## src/rtl/cmd_regbuf_pkg.sv

```systemverilog
package cmd_regbuf_pkg;
  localparam int LANES      = 25;
  localparam int NARROW     = 14;
  localparam int SKIP_A     = 0;
  localparam int SKIP_B     = 3;
  localparam int SKIP_C     = 6;
  localparam int B_ODT_SLOT = 10;

  typedef struct packed {
    logic             run;
    logic             loadData;
    logic             fanout;
    logic [LANES-1:0] laneMask;
  } regbuf_strobe_t;

  function automatic logic [LANES-1:0] activeLanes(input logic fanout, input logic layoutB);
    logic [LANES-1:0] m;
    for (int i = 0; i < LANES; i++) begin
      if (!fanout)
        m[i] = (i != SKIP_A) && (i != SKIP_B) && (i != SKIP_C);
      else if (!layoutB)
        m[i] = (i < NARROW) && (i != SKIP_A) && (i != SKIP_B) && (i != SKIP_C);
      else
        m[i] = (i < NARROW - 1) && (i != SKIP_C) && (i != B_ODT_SLOT);
    end
    return m;
  endfunction
endpackage

```

## src/rtl/cmd_regbuf_ctrl.sv

```systemverilog
module cmd_regbuf_ctrl
  import cmd_regbuf_pkg::*;
(
  input  logic           clk,
  input  logic           rstN,
  input  logic           cfgFanout,
  input  logic           cfgLayout,
  input  logic           csDirN,
  input  logic           csRankN,
  output regbuf_strobe_t stb
);
  localparam int SYNC_STAGES = 2;

  logic [SYNC_STAGES-1:0] syncQ;

  always_ff @(posedge clk or negedge rstN) begin
    if (!rstN) syncQ <= '0;
    else       syncQ <= {syncQ[SYNC_STAGES-2:0], 1'b1};
  end

  always_comb begin
    stb.run      = syncQ[SYNC_STAGES-1];
    stb.loadData = syncQ[SYNC_STAGES-1] & ~(csDirN & csRankN);
    stb.fanout   = cfgFanout;
    stb.laneMask = activeLanes(cfgFanout, cfgLayout);
  end

  // a low rank select alone must enable the data load once running
  assert_rank_low_loads_R9: assert property (@(posedge clk) disable iff (!rstN)
    (stb.run && !csRankN) |-> stb.loadData);
endmodule

```

## src/rtl/cmd_regbuf_dp.sv

```systemverilog
module cmd_regbuf_dp
  import cmd_regbuf_pkg::*;
(
  input  logic             clk,
  input  logic             rstN,
  input  regbuf_strobe_t   stb,
  input  logic [LANES-1:0] dIn,
  input  logic             csDirN,
  input  logic             odtIn,
  input  logic             ckeIn,
  output logic [LANES-1:0] qDataA,
  output logic [LANES-1:0] qDataB,
  output logic             qCsA_n,
  output logic             qCsB_n,
  output logic             qOdtA,
  output logic             qOdtB,
  output logic             qCkeA,
  output logic             qCkeB
);
  logic [LANES-1:0] dataReg;
  logic             csReg, odtReg, ckeReg;

  always_ff @(posedge clk or negedge rstN) begin
    if (!rstN) begin
      dataReg <= '0;
      csReg   <= 1'b0;
      odtReg  <= 1'b0;
      ckeReg  <= 1'b0;
    end else if (stb.run) begin
      csReg  <= csDirN;
      odtReg <= odtIn;
      ckeReg <= ckeIn;
      if (stb.loadData) dataReg <= dIn & stb.laneMask;
    end
  end

  assign qDataA = dataReg;
  assign qCsA_n = csReg;
  assign qOdtA  = odtReg;
  assign qCkeA  = ckeReg;

  generate
    for (genvar g = 0; g < LANES; g++) begin : gBank
      assign qDataB[g] = stb.fanout & dataReg[g];
    end
  endgenerate
  assign qCsB_n = stb.fanout & csReg;
  assign qOdtB  = stb.fanout & odtReg;
  assign qCkeB  = stb.fanout & ckeReg;

  assert_gate_hold_R2: assert property (@(posedge clk) disable iff (!rstN)
    (stb.run && !stb.loadData) |=> $stable(qDataA));
  assert_ctrl_follow_R3: assert property (@(posedge clk) disable iff (!rstN)
    stb.run |=> (qOdtA == $past(odtIn)) && (qCkeA == $past(ckeIn)) && (qCsA_n == $past(csDirN)));
  assert_reset_clear_R4: assert property (@(posedge clk)
    !rstN |-> (qDataA == '0) && !qCsA_n && !qOdtA && !qCkeA && (qDataB == '0));
  assert_b_mirror_R6: assert property (@(posedge clk) disable iff (!rstN)
    stb.fanout |-> (qDataB == qDataA) && (qCsB_n == qCsA_n) && (qOdtB == qOdtA) && (qCkeB == qCkeA));
  assert_b_off_R8: assert property (@(posedge clk) disable iff (!rstN)
    !stb.fanout |-> (qDataB == '0) && !qCsB_n && !qOdtB && !qCkeB);
  assert_unused_zero_R1: assert property (@(posedge clk) disable iff (!rstN)
    (qDataA & ~stb.laneMask) == '0);
endmodule

```

## src/rtl/cmd_regbuf.sv

```systemverilog
module cmd_regbuf
  import cmd_regbuf_pkg::*;
(
  input  logic             clk,
  input  logic             rstN,
  input  logic             cfgFanout,
  input  logic             cfgLayout,
  input  logic [LANES-1:0] dIn,
  input  logic             csDirN,
  input  logic             csRankN,
  input  logic             odtIn,
  input  logic             ckeIn,
  output logic [LANES-1:0] qDataA,
  output logic [LANES-1:0] qDataB,
  output logic             qCsA_n,
  output logic             qCsB_n,
  output logic             qOdtA,
  output logic             qOdtB,
  output logic             qCkeA,
  output logic             qCkeB
);
  regbuf_strobe_t stb;

  cmd_regbuf_ctrl u_ctrl (
    .clk(clk), .rstN(rstN), .cfgFanout(cfgFanout), .cfgLayout(cfgLayout),
    .csDirN(csDirN), .csRankN(csRankN), .stb(stb)
  );

  cmd_regbuf_dp u_dp (
    .clk(clk), .rstN(rstN), .stb(stb), .dIn(dIn), .csDirN(csDirN),
    .odtIn(odtIn), .ckeIn(ckeIn),
    .qDataA(qDataA), .qDataB(qDataB), .qCsA_n(qCsA_n), .qCsB_n(qCsB_n),
    .qOdtA(qOdtA), .qOdtB(qOdtB), .qCkeA(qCkeA), .qCkeB(qCkeB)
  );
endmodule

```

## config.mk

```make
export PLATFORM = sky130hd
export DESIGN_NAME = cmd_regbuf
export DESIGN_NICKNAME = d
export VERILOG_FILES = /design/src/rtl/cmd_regbuf_pkg.sv /design/src/rtl/cmd_regbuf_ctrl.sv /design/src/rtl/cmd_regbuf_dp.sv /design/src/rtl/cmd_regbuf.sv
export SDC_FILE = /design/constraint.sdc
export NUM_CORES = 1
export LEC_CHECK = 0
export ABC_AREA = 1
export BUFFER_PORTS_ARGS = -buffer_cell sky130_fd_sc_hd__clkbuf_2
export CORE_UTILIZATION = 44
export CTS_BUF_LIST = sky130_fd_sc_hd__clkbuf_8
export CTS_CLUSTER_DIAMETER = 40
export CTS_CLUSTER_SIZE = 16
export DETAILED_ROUTE_END_ITERATION = 6
export PLACE_DENSITY = 0.83
export SLEW_MARGIN = 40
export SYNTH_ARGS = -nofsm -noshare
export SYNTH_HDL_FRONTEND = slang
export SYNTH_SLANG_ARGS = --single-unit
```

## constraint.sdc

```tcl
create_clock -name clk -period 1.2 [get_ports clk]
set_clock_uncertainty 0.05 [all_clocks]
set_input_delay 0.3 -clock clk [delete_from_list [all_inputs] [get_ports clk]]
set_output_delay 0.3 -clock clk [all_outputs]
set_load 0.05 [all_outputs]
```

==> results.ini, run 1 <==
[global_routing]
grt_max_degree=23
antenna_found_initial=0

[clock_tree]
cts.sinks=29
htreeDepth=2
numCtsBuffers=5
root_buffer=clkbuf_8
cts_buffer_depth=2

[floorplan]
fp.dieH_um=58.4
die_w_um=58.4
start_util=0.462
io_pins=89
num_rows=20

[synthesis]
ys_types=15
synth_top_area_share=0.518
yosysTopAreaCell=dfrtp_1
syn_area_per_cell_um2=7.53
yosysWarnings=0
synth-seq-cells=29
ys_seq_area_frac=0.518
syn_area_mm2=0.00140
ys_top_cells_by_area=dfrtp_1 (52%), nand2_1 (25%), inv_1 (8.3%), buf_6 (3.2%), o21ai_2 (2.5%)
post_synth_inst_count=186

[placement]
io_buffers=85
gp_congestion=0.695
post-dp-hpwl_mm=2.54

[outcome]
stop_stage=global routing
error_line=[ERROR DPL-0033] detailed placement checks failed during check placement.
status=stopped before the end

[sta]
endpoint_type=primary output
grt-worst-endpoint=qDataB[2]

-- repair_timing --
item | CTS
endpoints found under the setup margin | 54
buffers inserted | 3
hold buffers | 1
endpoints found under the hold margin | 11
gates resized for setup | 105
-- stage by stage --
step	hold slack, ps	TNS, ps	instances	area [um2]	setup slack (ps)
floorplan	-45.6	0	187	1610	1.34
global placement	160	-3770	315	2140	-154
detailed placement	155	-4230	315	2140	-179
CTS	161	-5860	327	2730	-195
-- logic make-up after synthesis --
| family | synth area share |
|---|---|
| other | 0.00536 |
| buffers and inverters | 0.148 |
| DFF | 0.518 |
| and+or+nand+nor | 0.264 |
| AOI/OAI and AO/OA | 0.0643 |
-- synth_stat cells, drive strengths merged --
master	n
nand3	2
buf	10
nand2	95
clkbuf	1
conb	2
dfrtp	29
inv	32
a21oi	2
o21ai	13
==> inputs of run 2 (changes only) <==
CORE_AREA = 2 2 63 65   (was unset)
CORE_UTILIZATION = unset   (was 44)
CTS_BUF_LIST = unset   (was sky130_fd_sc_hd__clkbuf_8)
CTS_CLUSTER_DIAMETER = unset   (was 40)
CTS_CLUSTER_SIZE = unset   (was 16)
DIE_AREA = 0 0 65 67   (was unset)
PLACE_DENSITY = unset   (was 0.83)
PLACE_DENSITY_LB_ADDON = 0.15   (was unset)
==> run 2 against run 1 <==
  * The flow now finishes, with violations (setup timing)
  * Synthesized area did not move
  * Synthesized cell count did not move
==> results.ini, run 2 <==
[critical_path]
path_buf_inv=2
crit_arrival_ps=1050
slowest_delay_ps=430
crit_slowest_cell=dfrtp_2
rr_worst_depth=4
crit_required_ps=850
cp.depth=3
critPathKind=register to output pin
crit_chain=nand2_2 -> clkinvlp_4 -> buf_8
start_kind=register
cpLargestDelayFamily=flip-flops
crit_path_max_fanout=3
critPathCaptureType=output pin

[run]
maxCapViolCount=0

[detailed_routing]
routed-via-count=1469
drt_iter0_markers=48
finalWirelength_mm=4.34
wire_per_inst_um=12.8
drc=0
firstDrtPassIters=3
avgViaCountPerCell=4.35
postRouteAntennaNets=0

[global_routing]
grt.met1_usage=0.208
grt.overflow.total=0
grt_pass1_wl_mm=6.50
use_met3=0.0541
grtUsageTotal=0.202
grt_pass1_vias=1456
grt_max_degree=23
antenna_found_initial=0
use_met2=0.393
grt-busiest-layer=met2

[power]
ir_drop_v=0.00104
pwr_density_cell_mw_per_mm2=1360
intPower_mw=2.55
power_frac_seq=0.306
p_switching_mw=1.39
switching_share=0.354
p_comb_frac=0.394
clockPowerShare=0.301
power.leakage_nw=1.33

[placement]
post-dp-hpwl_mm=2.52
dpl_cell_area_mm2=0.00210
gp_congestion=0.696
dp_worst_setup_slack_ps=-205
io_buffers=85

[finish]
nFillCells=223
synthToLayoutAreaGrowth_pct=107
nets=322
final_cell_mix=nand2_1 (67), buf_8 (46), clkbuf_2 (31)
final_common_cell=nand2_1
final_cell_area_mm2=0.00289
drive_gt1_frac=0.690
n_antenna_cell=0
largest_register_ffs=24

[floorplan]
start_util=0.388
die_w_um=65
core-area_mm2=0.00361
io_pins=89
num_rows=22
dieArea_mm2=0.00436
fp.dieH_um=67

[clock_tree]
root_buffer=clkbuf_8
cts_tree=done
htreeDepth=2
clk_pin_slew_ps=70
numCtsBuffers=5
cts_buffer_depth=2
insertion_delay_ps=280
cts.sinks=29

[synthesis]
synthMostInstantiatedCell=nand2_1
ys_top_cells_by_count=nand2_1 (94), inv_1 (31), dfrtp_1 (29), o21ai_1 (6)
syn_area_per_cell_um2=7.53
ys_types=15
synth-seq-cells=29
ys_seq_area_frac=0.518
synth_edf_count=0
yosysWarnings=0
ys.flop_type=dfrtp_1
yosysTopAreaCell=dfrtp_1
syn_area_mm2=0.00140
synth_top_area_share=0.518
ys_top_cells_by_area=dfrtp_1 (52%), nand2_1 (25%), inv_1 (8.3%), buf_6 (3.2%), o21ai_2 (2.5%)
post_synth_inst_count=186
synth-async-reset-ratio=1.00

[sta]
finalSetupViolCount=54
rsz0062_at_grt=yes
period_share=1.17
finalCriticalPeriod_ps=1400
whs_ps=166
setup_slack_ps=-202
slew_violations=0
fmax_mhz=713
hold_viol_final=0

[outcome]
status=finished, violations left
violations=setup timing

[min_path]
hp-class=input pin to register
min_path_cells=3

==> run 2: path summary, 6_finish.rpt <==
path,from,to,slack [ps]
max reg2reg,u_ctrl.syncQ[1],u_dp.qDataA[23],110
min reg2reg,u_ctrl.syncQ[0],u_ctrl.syncQ[1],300
max,u_dp.qDataA[10],qDataB[10],-200
max in group asynchronous,rstN,u_dp.qDataA[1],260
min in group asynchronous,rstN,u_dp.qDataA[15],420
min,dIn[8],u_dp.qDataA[8],170
==> run 2: cells by family after synthesis <==
group	count (synthesis)	share of synthesized area
other	2	0.00536
flip-flops	29	0.518
buffers and inverters	43	0.148
AND/OR/NAND/NOR	97	0.264
AO/OA/AOI/OAI	15	0.0643
==> run 2: power groups by stage <==
| stage | sequential [mW] | clock (mW) | combinational [mW] |
|---|---|---|---|
| global placement | 1.20 | 0 | 1.10 |
| detailed placement | 1.20 | 0 | 1.11 |
| finish | 1.21 | 1.19 | 1.55 |
| floorplan | 1.53 | 0 | 0.510 |
| CTS | 1.19 | 1.20 | 1.36 |
| global route | 1.22 | 1.24 | 1.63 |
==> run 2: final cells by class <==
| class | count | area [um2] | area share |
|---|---|---|---|
| clock inverter | 3 | 65.1 | 0.0225 |
| clock buffer | 5 | 68.8 | 0.0238 |
| tap | 48 | 60.1 | 0.0208 |
| sequential | 29 | 759 | 0.263 |
| inverter | 32 | 224 | 0.0774 |
| timing repair buffer | 106 | 1180 | 0.407 |
| multi-input combinational | 115 | 538 | 0.186 |
==> run 2: worst register-to-register path, stage by stage, from the launching register on <==
cell     delay, ps
dfrtp_1        420
nand2_2        160
buf_12         190
nand2_1         60
o21ai_0         80
==> run 2: repair_timing <==
action,in CTS,in global routing
setup endpoints to repair,54,54
hold buffers,1,0
pin swaps,0,0
buffers inserted,3,10
endpoints found under the hold margin,12,0
gates resized for setup,103,66
==> run 2: per-stage QoR <==
stage	power, mW	std cells	util	TNS, ps
after CTS	3.76	328	0.751	-6250
after global routing	4.09	338	0.802	-7540
after floorplan	2.04	187	-	0
after detailed placement	2.31	316	0.582	-5830
final	3.94	338	0.802	-6020
after global placement	2.30	316	0.582	-5240
==> run 2: per-layer routing <==
metal  wire, um  up-vias
met5          0        -
met4         49        0
met3        278        6
met2       2370       57
met1       1640      668
li1           -      738
Note: power is estimated with default switching activity, not from simulation.
==> inputs of run 3 (changes only) <==
CELL_PAD_IN_SITES_DETAIL_PLACEMENT = 0   (was unset)
CELL_PAD_IN_SITES_GLOBAL_PLACEMENT = 1   (was unset)
CORE_AREA = unset   (was 2 2 63 65)
CORE_UTILIZATION = 28   (was unset)
DIE_AREA = unset   (was 0 0 65 67)
==> run 3 against run 2 <==
  * Wire length down 3.6%
  * Design area up 5.4%
  * Worst hold slack got worse by 5.4 ps
  * Register-to-register slack is essentially flat
  * Final cell count grew 8.3%
  * Sequential share of layout area decreased by 1.3 points
  * Via count up 1.0%
  * Worst setup slack improved by 17 ps
  * The flow still finishes with violations (setup timing)
  * Non-clock buffer count grew 9
  * First-iteration DRC count decreased by 8.3%
  * Total power fell by 6.7%
  * Die area up 21%
==> results.ini, run 3 (synthesis gave the netlist of run 2 again) <==
[critical_path]
r2r_start=u_ctrl.syncQ[1]
path_buf_inv=2
crit_arrival_ps=1030
cpLargestDelayFamily=flip-flops
worstReg2RegEnd=u_dp.qDataA[7]
start_kind=register
rr_worst_depth=5
reg2reg_slack_ps=120
crit_path_start=u_dp.qDataA[0]
crit_chain=nand2_2 -> clkinvlp_4 -> buf_12
crit_slowest_cell=dfrtp_2
critPathKind=register to output pin
critPathCaptureType=output pin
slowest_delay_ps=430
crit_required_ps=850
crit_path_max_fanout=3

[clock_tree]
cts_tree=done
cts_buffer_depth=2
cts.sinks=29
clk_pin_slew_ps=60
insertion_delay_ps=280
numCtsBuffers=5
htreeDepth=2
root_buffer=clkbuf_8

[finish]
final_cell_mix=nand2_1 (67), buf_8 (48), clkbuf_2 (31)
n_antenna_cell=0
nFillCells=431
final_common_cell=nand2_1
fin_util=0.641
synthToLayoutAreaGrowth_pct=118
final_cell_area_mm2=0.00305
nets=331
drive_gt1_frac=0.692
largest_register_ffs=24

[sta]
hold_viol_final=0
fin_tns_setup_ps=-6620
period_share=1.15
rsz0062_at_grt=yes
finalSetupViolCount=54
finalCriticalPeriod_ps=1380
slew_violations=0
fmax_mhz=722
setup_slack_ps=-185

[global_routing]
antenna_found_initial=0
grtUsageTotal=0.161
grt_max_degree=30
grt_pass1_vias=1311
grt_pass1_wl_mm=6.29
grt.overflow.total=0

[placement]
gp_congestion=0.665
post-dp-hpwl_mm=2.68
dpl_cell_area_mm2=0.00220
dp_worst_setup_slack_ps=-202
io_buffers=85

[run]
maxCapViolCount=0

[floorplan]
dieArea_mm2=0.00529
start_util=0.294
fp.dieH_um=72.7
io_pins=89
die_w_um=72.7
num_rows=25
core-area_mm2=0.00475

[power]
power_frac_seq=0.326
power.leakage_nw=1.39
pwr_density_cell_mw_per_mm2=1210
p_comb_frac=0.450
ir_drop_v=0.000649
p_switching_mw=1.39
switching_share=0.379
intPower_mw=2.28
clockPowerShare=0.223

[detailed_routing]
drt_iter0_markers=44
wire_per_inst_um=11.4
postRouteAntennaNets=0
firstDrtPassIters=4
drc=0
avgViaCountPerCell=4.05
finalWirelength_mm=4.18
routed-via-count=1484

[min_path]
min_to=u_dp.qDataA[5]
hp-start=dIn[5]
min_path_cells=3
hp-class=input pin to register

[outcome]
status=finished, violations left
violations=setup timing

## run 3: cell types whose count changed in the layout (fill, tap and decap cells not counted)
cell / before / now
clkinv_2: 1 / 0
buf_4: 8 / 6
buf_12: 3 / 8
clkbuf_1: 0 / 2
bufinv_16: 2 / 0
buf_8: 46 / 48
clkbuf_8: 5 / 7
buf_6: 15 / 17
clkbuf_16: 1 / 2
## run 3: what timing repair did
action                                  in CTS  in global routing
endpoints found under the setup margin      54                 55
cloned                                       0                  0
pin swaps                                    0                  1
hold buffers                                 1                  0
endpoints found under the hold margin       29                  0
buffers inserted                             4                 17
resized for setup                          107                 63
## run 3: per-stage QoR
stage	instances	total power, mW	hold WS, ps
2_1_floorplan	187	2.04	-45.6
3_3_place_gp	336	2.34	221
3_5_place_dp	336	2.35	216
4_1_cts	349	3.48	148
5_1_grt	366	3.84	170
6_report	366	3.68	161
## run 3: per-layer routing
metal / routed length (um) / track usage / up-vias
li1: - / - / 752
met3: 253 / 0.0483 / 8
met1: 1760 / 0.190 / 674
met2: 2080 / 0.263 / 50
met5: 0 / 0 / -
met4: 82 / 0.0850 / 0
## run 3: layout make-up
class	instances	area, um2	area share
inverters	32	224	0.0735
multi-input cells	115	538	0.176
well taps	67	83.8	0.0275
flip-flops and latches	29	759	0.249
repair buffers	115	1350	0.444
clock buffers	8	90.1	0.0295
## run 3: tightest hold or removal path: cells and delay by family
family        cells  cell delay [ps]
buf+inv           1               70
simple gates      2               90
## run 3: power groups by stage
stage,clock (mW),sequential [mW],combinational (mW)
floorplan,0,1.53,0.510
global placement,0,1.20,1.14
detailed placement,0,1.20,1.15
CTS,0.851,1.20,1.44
global route,0.888,1.21,1.74
finish,0.822,1.20,1.66
## run 3: how the worst max path moves through the flow
stage                      end  slack, ps  depth (start not counted)
global route        qDataB[13]       -230                          3
floorplan                qCkeB          1                          2
finish               qDataB[0]       -180                          3
detailed placement  qDataB[17]       -200                          5
global placement     qDataB[3]       -210                          5
CTS                  qDataB[8]       -190                          3
==> inputs of run 4 (changes only) <==
ABC_AREA = 0   (was 1)
CORE_UTILIZATION = 30   (was 28)
==> run 4 against run 3 <==
  * Utilization is 6.7 points higher
  * Sequential power hardly changed
  * First-iteration DRC count is 11% higher
  * Critical path type unchanged
  * Maximum frequency is 1.3% higher
  * Die area is 8.1% lower
  * Highest routed layer unchanged
  * Non-clock buffer count is 12 lower
  * Worst setup slack better by 17 ps
  * Clock-buffer cell count stayed put
  * Synthesized cell count is 41% lower
  * Register-to-register slack worse by 220 ps
  * The flow still finishes with violations (setup timing)
  * Global-route usage is 1.4 points higher
==> results.ini, run 4 <==
[power]
pwr_density_cell_mw_per_mm2=1250
ir_drop_v=0.000747
power.leakage_nw=1.49

[global_routing]
antenna_found_initial=0
grt_pass1_vias=1334
grt.overflow.total=0
grtUsageTotal=0.175
grt_pass1_wl_mm=6.58
grt_max_degree=30

[placement]
dp.cells=245
dpl_cell_area_mm2=0.00200
io_buffers=85
post-dp-hpwl_mm=2.19
gp_congestion=0.747

[synthesis]
yosysTopAreaCell=dfrtp_1
ys_top_cells_by_area=dfrtp_1 (53%), mux2_2 (21%), and2_1 (12%), nor2b_1 (5.0%), buf_6 (1.6%)
post_synth_inst_count=109
ys.flop_type=dfrtp_1
synth_edf_count=0
synth_top_area_share=0.528
ys_seq_area_frac=0.528
synthMostInstantiatedCell=dfrtp_1
ys_types=13
syn_area_per_cell_um2=12.6
ys_top_cells_by_count=dfrtp_1 (29), and2_1 (27), mux2_2 (26), nor2b_1 (11), clkbuf_1 (3)
synth-seq-cells=29
synth-async-reset-ratio=1.00
syn_area_mm2=0.00138
yosysWarnings=0

[outcome]
violations=setup timing
status=finished, violations left

[detailed_routing]
finalWirelength_mm=4.39
avgViaCountPerCell=4.59
firstDrtPassIters=3
routed-via-count=1217
drc=0
drt_iter0_markers=49
wire_per_inst_um=16.6
postRouteAntennaNets=0

[floorplan]
num_rows=24
fp.dieH_um=69.7
die_w_um=69.7
io_pins=89
dieArea_mm2=0.00486
core-area_mm2=0.00438
start_util=0.314

[clock_tree]
cts_buffer_depth=2
root_buffer=clkbuf_8
clk_pin_slew_ps=60
insertion_delay_ps=270
cts_tree=done
cts.sinks=29
numCtsBuffers=5
htreeDepth=2

[finish]
drive_gt1_frac=0.887
final_cells=265
final_cell_area_mm2=0.00311
largest_register_ffs=24
nets=245
final_common_cell=clkbuf_2
final_cell_mix=clkbuf_2 (31), clkbuf_16 (28), and2_4 (27)
synthToLayoutAreaGrowth_pct=126
n_antenna_cell=0

[critical_path]
crit_path_max_fanout=3
r2r_start=u_ctrl.syncQ[1]
cp.depth=2
critPathCaptureType=output pin
critPathKind=register to output pin
start_kind=register
path_buf_inv=1
slowest_delay_ps=430
rr_worst_depth=4
crit_required_ps=850
crit_slowest_cell=dfrtp_2
crit_arrival_ps=1020
crit_chain=and2_4 -> clkbuf_16
cpLargestDelayFamily=flip-flops
crit_path_start=u_dp.qDataA[20]

[run]
maxCapViolCount=0

[min_path]
hp-start=dIn[1]
hp-class=input pin to register
min_path_cells=2

[sta]
finalSetupViolCount=77
slew_violations=0
fmax_mhz=731
hold_viol_final=0
setup_slack_ps=-168
finalCriticalPeriod_ps=1370
period_share=1.14
rsz0062_at_grt=yes

-- run 4: final timing paths --
| kind | endpoint | slack [ps] |
|---|---|---|
| setup reg to reg | u_dp.qDataA[3] | -100 |
| min in group asynchronous | u_dp.qDataA[22] | 520 |
| hold / removal | u_dp.qDataA[1] | 210 |
| hold reg to reg | u_ctrl.syncQ[1] | 300 |
| setup / recovery | qDataB[20] | -170 |
| max in group asynchronous | u_dp.qCkeA | 270 |
-- run 4: layout make-up --
| type | instances | area, um2 |
|---|---|---|
| flip-flops and latches | 29 | 758 |
| fillers | 286 | 1280 |
| multi-input cells | 73 | 757 |
| repair buffers | 103 | 1440 |
| well taps | 52 | 65.1 |
| clock buffers | 8 | 90.1 |
-- run 4: power breakdown --
part,switching (mW),internal [mW],leakage [nW]
clock,0.347,0.466,0.0455
combinational,0.936,0.924,1.12
sequential,0.113,1.11,0.326
-- run 4: cell families after synthesis --
logic type	after synthesis	share of synthesized area
buffers and inverters	8	0.0391
muxes	27	0.221
other	2	0.00546
and+or+nand+nor	40	0.182
AOI/OAI and AO/OA	3	0.0246
DFF	29	0.528
-- run 4: per-stage QoR --
| stage | setup TNS, ps | total power, mW | util | hold slack, ps | setup slack [ps] |
|---|---|---|---|---|---|
| after floorplan | -2220 | 2.14 | - | -45.6 | -104 |
| after global placement | -6520 | 2.42 | 0.456 | 286 | -166 |
| after detailed placement | -7130 | 2.43 | 0.456 | 286 | -174 |
| after CTS | -7500 | 3.79 | 0.676 | 198 | -161 |
| after global routing | -9320 | 4.04 | 0.709 | 199 | -189 |
| final | -7190 | 3.90 | 0.709 | 207 | -168 |
-- run 4: repair_timing --
action / CTS / global route
endpoints found under the setup margin: 78 / 78
buffers inserted: 4 / 4
gates resized for setup: 142 / 34
endpoints found under the hold margin: 29 / 0
pin swaps: 27 / 1
cloned: 2 / 1
hold buffers: 1 / 0
-- run 4: metal layers --
metal	global-route usage	wire [um]
met2	0.314	2330
met4	0.0667	61
met3	0.0480	251
met1	0.195	1750
met5	0	0
